`src/rtl/sysirq_pkg.sv`:
```
package sysirq_pkg;

    localparam int SRC_N    = 32;
    localparam int LVL_W    = 4;
    localparam int GATE_BIT = 31;
    localparam int WORD_W   = 3;

    localparam logic [WORD_W-1:0] WORD_PEND = 3'd0;
    localparam logic [WORD_W-1:0] WORD_MASK = 3'd1;
    localparam logic [WORD_W-1:0] WORD_ENA  = 3'd2;
    localparam logic [WORD_W-1:0] WORD_DIS  = 3'd3;
    localparam logic [WORD_W-1:0] WORD_TGT  = 3'd4;

    localparam logic [SRC_N-1:0] RESET_DISABLE = ~32'hFFB2_007F;

    typedef struct packed {
        logic             fire;
        logic [LVL_W-1:0] lvl;
    } irq_req_t;

    function automatic logic [SRC_N*LVL_W-1:0] default_level_map();
        logic [SRC_N*LVL_W-1:0] m;
        m = '0;
        for (int i = 0; i < SRC_N; i++) begin
            m[i*LVL_W +: LVL_W] = LVL_W'((i % 15) + 1);
        end
        return m;
    endfunction

endpackage

```
`src/rtl/sysirq_regs.sv`:
```
module sysirq_regs
    import sysirq_pkg::*;
#(
    parameter int TGT_W = 2
) (
    input  logic                clk,
    input  logic                rst,
    input  logic [SRC_N-1:0]    src_irq,
    input  logic                rd_en,
    input  logic                wr_en,
    input  logic [WORD_W-1:0]   word,
    input  logic [31:0]         wdata,
    output logic [31:0]         rdata,
    output logic                rvalid,
    output logic [SRC_N-1:0]    pend,
    output logic [SRC_N-1:0]    dis,
    output logic [TGT_W-1:0]    tgt
);

    logic [SRC_N-1:0] src_q;
    logic [SRC_N-1:0] rise, fall;
    logic [SRC_N-1:0] pend_n, dis_n;
    logic [TGT_W-1:0] tgt_n;
    logic [31:0]      rd_word;

    always_comb begin
        rise   = src_irq & ~src_q;
        fall   = ~src_irq & src_q;
        pend_n = (pend | rise) & ~fall;
        dis_n  = dis;
        tgt_n  = tgt;
        if (wr_en) begin
            case (word)
                WORD_ENA: dis_n = dis & ~wdata;
                WORD_DIS: begin
                    dis_n  = dis | wdata;
                    pend_n = pend_n & ~wdata;
                end
                WORD_TGT: tgt_n = wdata[TGT_W-1:0];
                default: ;
            endcase
        end
    end

    always_comb begin
        case (word)
            WORD_PEND: rd_word = pend & ~(32'd1 << GATE_BIT);
            WORD_MASK: rd_word = dis;
            WORD_TGT:  rd_word = 32'(tgt);
            default:   rd_word = '0;
        endcase
    end

    always_ff @(posedge clk) begin
        if (rst) begin
            src_q  <= '0;
            pend   <= '0;
            dis    <= RESET_DISABLE;
            tgt    <= '0;
            rvalid <= 1'b0;
            rdata  <= '0;
        end else begin
            src_q  <= src_irq;
            pend   <= pend_n;
            dis    <= dis_n;
            tgt    <= tgt_n;
            rvalid <= rd_en;
            rdata  <= rd_en ? rd_word : '0;
        end
    end

endmodule

```
`src/rtl/sysirq_resolve.sv`:
```
module sysirq_resolve
    import sysirq_pkg::*;
#(
    parameter logic [SRC_N*LVL_W-1:0] LEVEL_MAP = default_level_map()
) (
    input  logic [SRC_N-1:0] pend,
    input  logic [SRC_N-1:0] dis,
    output irq_req_t         req
);

    logic [SRC_N-1:0] eff;
    logic [LVL_W-1:0] best;

    always_comb begin
        eff  = pend & ~dis;
        best = '0;
        for (int i = 0; i < SRC_N; i++) begin
            if (eff[i] && (LEVEL_MAP[i*LVL_W +: LVL_W] > best)) begin
                best = LEVEL_MAP[i*LVL_W +: LVL_W];
            end
        end
        req.fire = (|eff) && !dis[GATE_BIT];
        req.lvl  = best;
    end

endmodule

```
`src/rtl/sysirq_deliver.sv`:
```
module sysirq_deliver
    import sysirq_pkg::*;
#(
    parameter int NUM_CPU = 4,
    parameter int TGT_W   = 2
) (
    input  logic                     clk,
    input  logic                     rst,
    input  irq_req_t                 req,
    input  logic [TGT_W-1:0]         tgt,
    input  logic [NUM_CPU-1:0]       cpu_ack,
    output logic [NUM_CPU-1:0]       cpu_req,
    output logic [NUM_CPU*LVL_W-1:0] cpu_lvl
);

    for (genvar c = 0; c < NUM_CPU; c++) begin : g_cpu
        logic             busy;
        logic [LVL_W-1:0] lvl_q;

        always_ff @(posedge clk) begin
            if (rst) begin
                busy  <= 1'b0;
                lvl_q <= '0;
            end else if (busy) begin
                if (cpu_ack[c]) busy <= 1'b0;
            end else if (req.fire && (tgt == TGT_W'(c))) begin
                busy  <= 1'b1;
                lvl_q <= req.lvl;
            end
        end

        assign cpu_req[c]                 = busy;
        assign cpu_lvl[c*LVL_W +: LVL_W]  = lvl_q;
    end

endmodule

```
`src/rtl/sysirq_master.sv`:
```
module sysirq_master
    import sysirq_pkg::*;
#(
    parameter int                     NUM_CPU   = 4,
    parameter logic [SRC_N*LVL_W-1:0] LEVEL_MAP = default_level_map()
) (
    input  logic                     clk,
    input  logic                     rst,
    input  logic [31:0]              src_irq,
    input  logic                     rd_en,
    input  logic                     wr_en,
    input  logic [4:0]               addr,
    input  logic [31:0]              wdata,
    output logic [31:0]              rdata,
    output logic                     rvalid,
    input  logic [NUM_CPU-1:0]       cpu_ack,
    output logic [NUM_CPU-1:0]       cpu_req,
    output logic [NUM_CPU*4-1:0]     cpu_lvl
);

    localparam int TGT_W = (NUM_CPU > 1) ? $clog2(NUM_CPU) : 1;

    logic [SRC_N-1:0] pend_bits;
    logic [SRC_N-1:0] dis_bits;
    logic [TGT_W-1:0] tgt_cpu;
    irq_req_t         arb;
    logic             unused_addr_lsb;

    assign unused_addr_lsb = ^addr[1:0];

    sysirq_regs #(.TGT_W(TGT_W)) i_regs (
        .clk    (clk),
        .rst    (rst),
        .src_irq(src_irq),
        .rd_en  (rd_en),
        .wr_en  (wr_en),
        .word   (addr[4:2]),
        .wdata  (wdata),
        .rdata  (rdata),
        .rvalid (rvalid),
        .pend   (pend_bits),
        .dis    (dis_bits),
        .tgt    (tgt_cpu)
    );

    sysirq_resolve #(.LEVEL_MAP(LEVEL_MAP)) i_resolve (
        .pend(pend_bits),
        .dis (dis_bits),
        .req (arb)
    );

    sysirq_deliver #(.NUM_CPU(NUM_CPU), .TGT_W(TGT_W)) i_deliver (
        .clk    (clk),
        .rst    (rst),
        .req    (arb),
        .tgt    (tgt_cpu),
        .cpu_ack(cpu_ack),
        .cpu_req(cpu_req),
        .cpu_lvl(cpu_lvl)
    );

endmodule

```
`config.mk`:
```
export PLATFORM = sky130hd
export DESIGN_NAME = sysirq_master
export DESIGN_NICKNAME = d
export VERILOG_FILES = /design/src/rtl/sysirq_pkg.sv /design/src/rtl/sysirq_regs.sv /design/src/rtl/sysirq_resolve.sv /design/src/rtl/sysirq_deliver.sv /design/src/rtl/sysirq_master.sv
export SDC_FILE = /design/constraint.sdc
export NUM_CORES = 1
export LEC_CHECK = 0
export ABC_AREA = 1
export ABC_CLOCK_PERIOD_IN_PS = 6040
export CORE_MARGIN = 2
export CORE_UTILIZATION = 56
export CTS_CLUSTER_SIZE = 14
export DETAILED_ROUTE_END_ITERATION = 8
export GPL_TIMING_DRIVEN = 0
export HOLD_SLACK_MARGIN = 0.02
export PLACE_DENSITY = 0.95
export SETUP_SLACK_MARGIN = 0.05
export SLEW_MARGIN = 20
export SYNTH_ARGS = -nofsm -noshare
export SYNTH_HDL_FRONTEND = slang
export SYNTH_HIERARCHICAL = 1
export SYNTH_SLANG_ARGS = --single-unit
```
`constraint.sdc`:
```
create_clock -name clk -period 6.04 [get_ports clk]
set_input_delay 0.604 -clock clk [delete_from_list [all_inputs] [get_ports clk]]
set_output_delay 0.604 -clock clk [all_outputs]
set_load 0.05 [all_outputs]
```
==> results of run 1 <==
==> routing by layer <==
metal / part of all wire (%) / vias up / global-route usage [%]
met2: 47 / 467 / 50.5
li1: - / 3329 / -
met5: 0.066 / - / 0
met3: 10 / 101 / 8.68
met4: 4.5 / 2 / 18.9
met1: 38 / 3212 / 36.8
==> power groups by stage <==
stage	registers [mW]	logic [mW]	clock network, mW
finish	1.07	0.379	1.07
global route	1.08	0.411	1.13
CTS	1.07	0.369	1.08
detailed placement	1.09	0.361	0
global placement	1.09	0.353	0
floorplan	1.11	0.204	0
==> logic make-up after synthesis <==
group	after synthesis
buffers and inverters	154
and+or+nand+nor	503
AOI/OAI and AO/OA	136
DFF	151
==> placed cells by master, fill, tap and decap left out, types with 2 or more instances in the layout <==
cell             synthesis  layout
nand2_4                  2       2
bufinv_16                0       3
nand2_2                  8       8
o31ai_1                  3       3
clkbuf_8                 1       5
clkdlybuf4s50_1          0     124
buf_1                    8       8
nor2_2                   8       8
o21ai_1                  3       3
inv_2                    7       7
inv_1                  100     100
clkbuf_1                 5       5
nand3_2                  3       3
clkinv_2                 0       2
nor2_4                   2       2
clkinvlp_4               0       3
and2_1                  19      19
nor2_1                 108     108
clkbuf_16                0      17
o21ai_0                 29      29
nand3_1                 54      54
a21oi_1                 90      90
dfxtp_1                151     151
nand4_1                 57      57
nor3_2                   2       2
buf_4                    7       7
buf_2                   23      23
nor4_1                   4       4
buf_6                    2       2
nand2_1                232     232
a21boi_0                 2       2
==> path summary, 6_finish.rpt <==
check / start / to / slack (ns)
max reg2reg: i_regs/pend[14] / i_deliver/g_cpu[2].lvl_q[0] / 2.60
min reg2reg: flop / flop / 0.48
max: i_regs/pend[14] / i_deliver/g_cpu[2].lvl_q[0] / 2.60
min: flop / flop / 0.48
==> worst max-delay path, stage by stage (launching register included) <==
cell and delay (ns):
dfxtp_1 0.36, inv_1 0.06, nor2_2 0.18, inv_2 0.11, nand2_4 0.11, nor2_4 0.06
nand2_4 0.10, nor2_8 0.05, a211o_1 0.28, nand2_1 0.08, inv_1 0.06, o31ai_1 0.07
nand3_1 0.10, nand2_1 0.10, nand2_1 0.06, nand2_2 0.08, nand3_2 0.10, a21boi_0 0.33
nand4_1 0.18, nand3_2 0.12, nand3_2 0.09, nor2_1 0.11, nand3_1 0.07, a21oi_1 0.14
inv_1 0.11, nand3_1 0.11, nand2_1 0.06, nor2_1 0.09
==> stage by stage <==
stage          instance area [sq um]  utilization, %  cells  total power, mW  hold slack, ns
4_1_cts                         8720            75.4   1240             2.52           0.480
6_report                        8720            75.4   1240             2.52           0.478
5_1_grt                         8720            75.4   1240             2.61           0.498
2_1_floorplan                   6690               -    944             1.32           0.444
3_5_place_dp                    8110            70.2   1211             1.45           0.471
3_3_place_gp                    8110            70.2   1211             1.44           0.462
==> cell type report <==
cell class | instances | area share, %
flip-flops and latches | 151 | 34.7
multi-input cells | 639 | 34.6
repair buffers | 124 | 14.2
clock buffers | 21 | 5.51
inverters | 108 | 4.65
plain buffers | 46 | 2.90
well taps | 143 | 2.05
clock inverters | 8 | 1.41
==> run summary, run 1 <==
Seq pwr share - 42.5%
status - finished, final reports clean
Synth top cells by count - nand2_1, dfxtp_1, nor2_1
Req. time, crit path - 6.40 ns
post-CTS resize count - 0
Pint - 1.87 mW
ranking of synthesized cells by area - dfxtp_1, nand2_1, a21oi_1, nor2_1, inv_1
endpoints failing setup - 0
DR WL/cell - 16.0 um
depth of the CTS H-tree - 4
Hold Buf Count CTS - 0
drt drc - 0
pre-CTS setup slack - 2.85 ns
Hold Crit Depth - 2
dominant cell type by area after synthesis - dfxtp_1
clock power share - 42.5%
clk_skew - 0.00642 ns
Slew Limit Headroom - 58.0%
post-synth cell types - 40
Syn Area/Cell - 7.09 sq um
routability cong. - 0.985
LEAKAGE - 3.76 nW
sequential area share after synthesis - 45.2%
period utilization - 57.0%
Initial Util - 57.9%
HPWL after DPL - 13200 um
core area - 11600 sq um
final setup margin - 2.60 ns
nets@finish - 1164
Die Area - 12800 sq um
Pins Over Slew Limit - 0
setup total negative slack - 0 ns
port buffer count - 124
Total GRT Usage - 31.2%
xor and xnor area share after synthesis - 0%
Arr. time, crit path - 3.80 ns
R2R cell count - 27
switching component of the power - 0.656 mW
CTS clk-pin slew, worst paths - 0.06 ns
post-synthesis cell count - 944
grt ovf - 0
Area Growth Syn to Fin - 30.2%
Max Fanout on Critical Path - 5
VDD IR max - 0.210 mV
# fillers - 778
clk_lat worst skew - 0.43 ns
logic gate share of total power - 15.0%
number of global-route vias before repair - 6788
post-synthesis simple-gate area fraction - 34.1%
Vert. Die Dim - 113 um
max_cap viols - 0
Post-synth top flop - dfxtp_1
vias per cell - 5.73
flops & latches, synth - 151
first-pass GRT wire length - 31500 um
clock sinks - 151
synthesized cell area - 6690 sq um
final antenna diode count - 0
Yosys warning count - 6
compound-cell area share of the yosys netlist - 10.9%
Setup crit end kind - flop
TritonCTS clock tree - yes
largest net degree at the start of global routing - 17
final hold violations - 0
cell with the most instances after synthesis - nand2_1
fmax - 0.291 GHz
antenna violations before repair - 1
Root Buffer Master - clkbuf_16
Async SR Flop Fraction - 0%
via count - 7111
Die Width - 113 um
HP Class - flop to flop
Setup Crit Path Kind - flop to flop
post-route ant nets - 0
Post-Route WL - 19800 um
worst slew pin tran - 0.630 ns
clk buf depth - 2
Final min period - 3.44 ns
Inserted Clock Buffers - 17
mux share of post-synthesis cell area - 0%
number of synthesized flops with an enable pin - 0
Switching Fraction - 26.0%
first-pass iteration count of the detailed router - 6
Syn Nets - 1021
RSZ-0062 raised after global routing - no
Cell Pwr Density - 289 nW/um^2
Synth Area in Adders - 0%
# Post-CTS Setup Buffers - 0
row count - 39
DR iter-0 viols - 917
post-synth top area share - 45.2%
multi-input logic area - 3010 sq um
largest family of logic cells by synthesized area - simple AND/OR/NAND/NOR gates
I/O pins - 130
startpoint types - flop
Seq. cell area - 3020 sq um
share of post-route cells with drive strength above 1 - 9.02%
Power figures use the tool's default switching activity.
==> run 2, diff against run 1 <==
--- a/config.mk
+++ b/config.mk
@@ -6,14 +6,14 @@
 export NUM_CORES = 1
 export LEC_CHECK = 0
 export ABC_AREA = 1
-export ABC_CLOCK_PERIOD_IN_PS = 6040
+export ABC_CLOCK_PERIOD_IN_PS = 3500
 export CORE_MARGIN = 2
-export CORE_UTILIZATION = 56
+export CORE_UTILIZATION = 52
 export CTS_CLUSTER_SIZE = 14
 export DETAILED_ROUTE_END_ITERATION = 8
 export GPL_TIMING_DRIVEN = 0
 export HOLD_SLACK_MARGIN = 0.02
-export PLACE_DENSITY = 0.95
+export PLACE_DENSITY = 0.91
 export SETUP_SLACK_MARGIN = 0.05
 export SLEW_MARGIN = 20
 export SYNTH_ARGS = -nofsm -noshare
==> constraint.sdc (replaced) <==
create_clock -name clk -period 3.5 [get_ports clk]
set_input_delay 0.35 -clock clk [delete_from_list [all_inputs] [get_ports clk]]
set_output_delay 0.35 -clock clk [all_outputs]
set_load 0.05 [all_outputs]
==> run summary, run 2 (synthesized netlist as in run 1, its figures left out) <==
status - finished, final reports clean (unchanged)
Seq. cell area - 3040 sq um (was 3020 sq um)
TritonCTS clock tree - yes (unchanged)
VDD IR max - 0.364 mV (was 0.210 mV)
clk buf depth - 2 (unchanged)
Max Fanout on Critical Path - 5 (unchanged)
Top delay family on crit path - simple AND/OR/NAND/NOR gates (unchanged)
most frequent cells in the layout - nand2_1, dfxtp_1, clkdlybuf4s50_1 (unchanged)
port buffer count - 124 (unchanged)
DR iter-0 viols - 766 (was 917)
R2R cell count - 27 (unchanged)
fmax - 0.287 GHz (was 0.291 GHz)
share of post-route cells with drive strength above 1 - 13.6% (was 9.02%)
RSZ-0062 raised after global routing - yes (was no)
Area Growth Syn to Fin - 34.1% (was 30.2%)
Hold Buf Count CTS - 0 (unchanged)
grt ovf - 0 (unchanged)
Setup Crit Path Kind - flop to flop (unchanged)
Slew Limit Headroom - 53.4% (was 58.0%)
via count - 7150 (was 7111)
HP Class - input port to flop (was flop to flop)
most common cell after layout, fill and taps aside - nand2_1 (unchanged)
pre-CTS setup slack - 0.274 ns (was 2.85 ns)
CP Depth - 27 (unchanged)
# fillers - 913 (was 778)
row count - 41 (was 39)
number of global-route vias before repair - 6635 (was 6788)
Initial Util - 53.3% (was 57.9%)
drt drc - 0 (unchanged)
Setup crit end kind - flop (unchanged)
Buf/Inv on CP - 4 (unchanged)
Final min period - 3.48 ns (was 3.44 ns)
Die Width - 117 um (was 113 um)
final antenna diode count - 0 (unchanged)
largest net degree at the start of global routing - 17 (unchanged)
LEAKAGE - 3.84 nW (was 3.76 nW)
nets@finish - 1172 (was 1164)
Arr. time, crit path - 3.84 ns (was 3.80 ns)
endpoints failing setup - 0 (unchanged)
CTS clk-pin slew, worst paths - 0.06 ns (about the same)
worst hold margin - 0.318 ns (was 0.478 ns)
Root Buffer Master - clkbuf_16 (unchanged)
worst slew pin tran - 0.699 ns (was 0.630 ns)
post-route ant nets - 0 (unchanged)
clock sinks - 151 (unchanged)
core area - 12600 sq um (was 11600 sq um)
Post-Route WL - 20700 um (was 19800 um)
first-pass iteration count of the detailed router - 6 (unchanged)
DR WL/cell - 16.2 um (was 16.0 um)
final hold violations - 0 (unchanged)
I/O pins - 130 (unchanged)
first-pass GRT wire length - 31200 um (was 31500 um)
clk_lat worst skew - 0.43 ns (about the same)
Die Area - 13800 sq um (was 12800 sq um)
Worst path slowest cell - dfxtp_2 (was dfxtp_1)
end-of-flow core utilization - 71.4% (was 75.4%)
Min-Delay Startpoint - wr_en
clk_skew - 0.00547 ns (was 0.00642 ns)
Inserted Clock Buffers - 17 (unchanged)
depth of the CTS H-tree - 4 (unchanged)
Cell Pwr Density - 503 nW/um^2 (was 289 nW/um^2)
Vert. Die Dim - 117 um (was 113 um)
Total GRT Usage - 28.2% (was 31.2%)
Req. time, crit path - 3.86 ns (was 6.40 ns)
Max stage delay on crit path - 0.34 ns (was 0.36 ns)
Reg2Reg Launch Point - i_regs/pend[14] (unchanged)
Worst Setup SP - i_regs/pend[14] (unchanged)
period utilization - 99.4% (was 57.0%)
Pins Over Slew Limit - 0 (unchanged)
final setup margin - 0.0201 ns (was 2.60 ns)
HPWL after DPL - 13600 um (was 13200 um)
vias per cell - 5.59 (was 5.73)
routability cong. - 0.958 (was 0.985)
startpoint types - flop (unchanged)
multi-input logic area - 3130 sq um (was 3010 sq um)
Hold Crit Depth - 3 (was 2)
antenna violations before repair - 0 (was 1)
max_cap viols - 0 (unchanged)
-- run 2: cell types whose count changed in the layout (fill, tap and decap cells not counted), moves of 3 or more --
cell / delta
nand2_2: +11
dfxtp_2: +15
inv_2: +4
inv_1: -5
a21oi_2: +3
nand2_1: -13
buf_4: +8
a21oi_1: -3
dfxtp_1: -15
nand3_1: -3
-- run 2: report_power, final --
group	switching [mW]	internal, mW	total [mW]
clock network	0.732	1.23	1.96
logic	0.435	0.265	0.700
registers	0.0535	1.80	1.85
-- run 2: worst reg2reg max path, cell delays in order, from the launching register on --
cell	delay (ns)
dfxtp_2	0.34
inv_2	0.05
nor2_4	0.19
inv_4	0.07
nand2_4	0.12
nor2_4	0.07
nand2_4	0.09
nor2_8	0.06
a211o_1	0.31
nand3_2	0.09
nand2_2	0.07
o211ai_1	0.13
nand2_1	0.13
nand2_1	0.09
nand2_2	0.08
buf_4	0.14
nand2_1	0.08
a21boi_1	0.25
nand4_1	0.17
nand3_2	0.11
nand3_2	0.10
nor2_1	0.13
nand3_1	0.09
a21oi_2	0.16
inv_2	0.08
nand3_2	0.07
nand2_1	0.05
nor2_1	0.12
-- run 2: worst paths after layout --
kind	endpoint	slack (ns)
setup / recovery	i_deliver/g_cpu[0].lvl_q[0]	0.02
hold / removal	flop	0.32
setup reg to reg	i_deliver/g_cpu[0].lvl_q[0]	0.02
hold reg to reg	flop	0.47
-- run 2: layout make-up --
type                    count  area share (%)
multi-input cells         639            34.8
inverters                 108            4.55
repair buffers            132            14.5
plain buffers              46            2.82
well taps                 172            2.40
flip-flops and latches    151            33.9
clock buffers              20            5.09
clock inverters            11            1.91
-- run 2: timing repair --
| action | CTS | global route |
|---|---|---|
| endpoints found under the hold margin | 0 | 0 |
| resized for setup | 0 | 52 |
| setup buffers | 0 | 8 |
| endpoints found under the setup margin | 0 | 8 |
-- run 2: stage by stage --
stage / instances / total power [mW] / setup TNS, ns / cell area (sq um)
6_report: 1279 / 4.51 / 0 / 8970
5_1_grt: 1279 / 4.65 / -1.01 / 8970
4_1_cts: 1271 / 4.44 / 0 / 8780
3_5_place_dp: 1240 / 2.51 / 0 / 8150
3_3_place_gp: 1240 / 2.49 / 0 / 8150
2_1_floorplan: 944 / 2.27 / 0 / 6690
-- run 2: layer usage --
metal	share of wire, %	vias up	GRT usage, %	routed length [um]
li1	-	3353	-	-
met1	38	3242	33.3	7880
met2	47	460	47.7	9810
met3	9.6	95	5.81	1980
met4	4.8	0	15.8	990
met5	0	-	0	0
==> run 3, diff against run 2 <==
--- a/config.mk
+++ b/config.mk
@@ -8,12 +8,12 @@
 export ABC_AREA = 1
 export ABC_CLOCK_PERIOD_IN_PS = 3500
 export CORE_MARGIN = 2
-export CORE_UTILIZATION = 52
+export CORE_UTILIZATION = 35
 export CTS_CLUSTER_SIZE = 14
 export DETAILED_ROUTE_END_ITERATION = 8
 export GPL_TIMING_DRIVEN = 0
 export HOLD_SLACK_MARGIN = 0.02
-export PLACE_DENSITY = 0.91
+export PLACE_DENSITY = 0.69
 export SETUP_SLACK_MARGIN = 0.05
 export SLEW_MARGIN = 20
 export SYNTH_ARGS = -nofsm -noshare
==> run summary, run 3 (synthesized netlist as in run 1, its figures left out) <==
number of global-route vias before repair - 6271 (was 6635)
port buffer count - 124 (unchanged)
reg-to-reg endpoint - i_deliver/g_cpu[1].lvl_q[1] (was i_deliver/g_cpu[0].lvl_q[0])
Post-DP Area - 8230 sq um (was 8150 sq um)
Post-Route WL - 19900 um (was 20700 um)
row count - 50 (was 41)
most numerous cell on the critical path - nand2_1
worst hold margin - 0.301 ns (was 0.318 ns)
final setup margin - 0.315 ns (was 0.0201 ns)
# fillers - 1856 (was 913)
FF-to-FF setup slack - 0.32 ns (was 0.02 ns)
LEAKAGE - 3.77 nW (was 3.84 nW)
depth of the CTS H-tree - 4 (unchanged)
Inserted Clock Buffers - 17 (unchanged)
HPWL after DPL - 14500 um (was 13600 um)
post-route ant nets - 0 (unchanged)
Root Buffer Master - clkbuf_16 (unchanged)
vias per cell - 5.02 (was 5.59)
multi-input logic area - 3100 sq um (was 3130 sq um)
I/O pins - 130 (unchanged)
most frequent cells in the layout - nand2_1, dfxtp_1, clkdlybuf4s50_1 (unchanged)
drt drc - 0 (unchanged)
grt ovf - 0 (unchanged)
setup total negative slack - 0 ns (unchanged)
DR WL/cell - 14.9 um (was 16.2 um)
Max stage delay on crit path - 0.32 ns (was 0.34 ns)
clk_lat worst skew - 0.44 ns (was 0.43 ns)
Setup Crit Path Kind - flop to flop (unchanged)
Pins Over Slew Limit - 0 (unchanged)
Vert. Die Dim - 142 um (was 117 um)
R2R cell count - 31 (was 27)
core area - 18700 sq um (was 12600 sq um)
worst slew pin tran - 0.631 ns (was 0.699 ns)
Hold Buf Count CTS - 0 (unchanged)
CTS clk-pin slew, worst paths - 0.06 ns (about the same)
first-pass iteration count of the detailed router - 6 (unchanged)
final antenna diode count - 0 (unchanged)
endpoints failing setup - 0 (unchanged)
clk_skew - 0.00524 ns (was 0.00547 ns)
final cell count without fillers - 1338 (was 1279)
Worst Setup SP - i_regs/pend[14] (unchanged)
VDD IR max - 0.389 mV (was 0.364 mV)
fmax - 0.314 GHz (was 0.287 GHz)
first-pass GRT wire length - 31100 um (was 31200 um)
Setup crit end kind - flop (unchanged)
clock sinks - 151 (unchanged)
pre-CTS setup slack - 0.268 ns (was 0.274 ns)
routability cong. - 0.943 (was 0.958)
Area Growth Syn to Fin - 33.7% (was 34.1%)
Cell Pwr Density - 485 nW/um^2 (was 503 nW/um^2)
final hold violations - 0 (unchanged)
Final min period - 3.18 ns (was 3.48 ns)
Reg2Reg Launch Point - i_regs/pend[14] (unchanged)
Max Fanout on Critical Path - 5 (unchanged)
Tot Pwr - 4.34 mW (was 4.51 mW)
Slew Limit Headroom - 57.9% (was 53.4%)
Worst path slowest cell - dfxtp_2 (unchanged)
end-of-flow core utilization - 47.8% (was 71.4%)
DR iter-0 viols - 588 (was 766)
Die Area - 20200 sq um (was 13800 sq um)
Seq. cell area - 3030 sq um (was 3040 sq um)
largest net degree at the start of global routing - 17 (unchanged)
most common cell after layout, fill and taps aside - nand2_1 (unchanged)
post-route design area - 8950 sq um (was 8970 sq um)
DP Cell Count - 1302 (was 1240)
Total GRT Usage - 19.9% (was 28.2%)
Req. time, crit path - 3.87 ns (was 3.86 ns)
via count - 6719 (was 7150)
Die Width - 142 um (was 117 um)
TritonCTS clock tree - yes (unchanged)
period utilization - 91.0% (was 99.4%)
crit path to - i_deliver/g_cpu[1].lvl_q[1] (was i_deliver/g_cpu[0].lvl_q[0])
HP Class - input port to flop (unchanged)
share of post-route cells with drive strength above 1 - 12.4% (was 13.6%)
RSZ-0062 raised after global routing - no (was yes)
clk buf depth - 2 (unchanged)
startpoint types - flop (unchanged)
Initial Util - 35.8% (was 53.3%)
status - finished, final reports clean (unchanged)
max_cap viols - 0 (unchanged)
Arr. time, crit path - 3.56 ns (was 3.84 ns)
nets@finish - 1168 (was 1172)
antenna violations before repair - 1 (was 0)
-- run 3: changes by cell type in the layout (fill, tap and decap cells not counted), sizes merged --
cell / delta
inv: -1
bufinv: -2
clkinv: +1
buf: -4
clkinvlp: +3
-- run 3: how the worst min path moves through the flow --
| stage | from | end | slack [ns] | cells after the start |
|---|---|---|---|---|
| 3_3_place_gp | i_deliver/g_cpu[2].lvl_q[1] | i_deliver/g_cpu[2].lvl_q[1] | 0.46 | 2 |
| 6_report | wr_en | flop | 0.30 | 3 |
| 2_1_floorplan | rst | i_deliver/g_cpu[0].busy | 0.42 | 1 |
| 5_1_grt | wr_en | flop | 0.33 | 3 |
| 4_1_cts | wr_en | flop | 0.29 | 3 |
| 3_5_place_dp | flop | flop | 0.47 | 2 |
-- run 3: critical path: cells and delay by family, from the launching register on --
| kind | cells | cell delay (ns) |
|---|---|---|
| DFF | 1 | 0.32 |
| buffers and inverters | 6 | 0.46 |
| and+or+nand+nor | 24 | 2.06 |
| AOI/OAI and AO/OA | 1 | 0.28 |
-- run 3: power breakdown --
| group | internal [mW] | switching (mW) | total (mW) |
|---|---|---|---|
| Sequential | 1.80 | 0.0507 | 1.85 |
| Clock | 1.08 | 0.736 | 1.82 |
| Combinational | 0.260 | 0.413 | 0.672 |
-- run 3: layer usage --
layer | global-route usage (%) | vias to the layer above | routed length, um
li1 | - | 3345 | -
met1 | 25.8 | 3092 | 8940
met2 | 32.5 | 239 | 9180
met3 | 4.64 | 41 | 1360
met4 | 6.74 | 2 | 431
met5 | 0 | - | 11
-- run 3: final cells by class --
class | count | area share (%)
Timing Repair Buffer | 128 | 14.2
Clock buffer | 20 | 5.10
Sequential cell | 151 | 33.9
Tap cell | 234 | 3.27
Clock inverter | 12 | 1.41
Inverter | 108 | 4.56
Multi-Input combinational cell | 639 | 34.7
Buffer | 46 | 2.83
-- run 3: what timing repair did --
action	CTS	global route
resized for setup	0	40
setup endpoints to repair	0	8
setup buffers	0	4
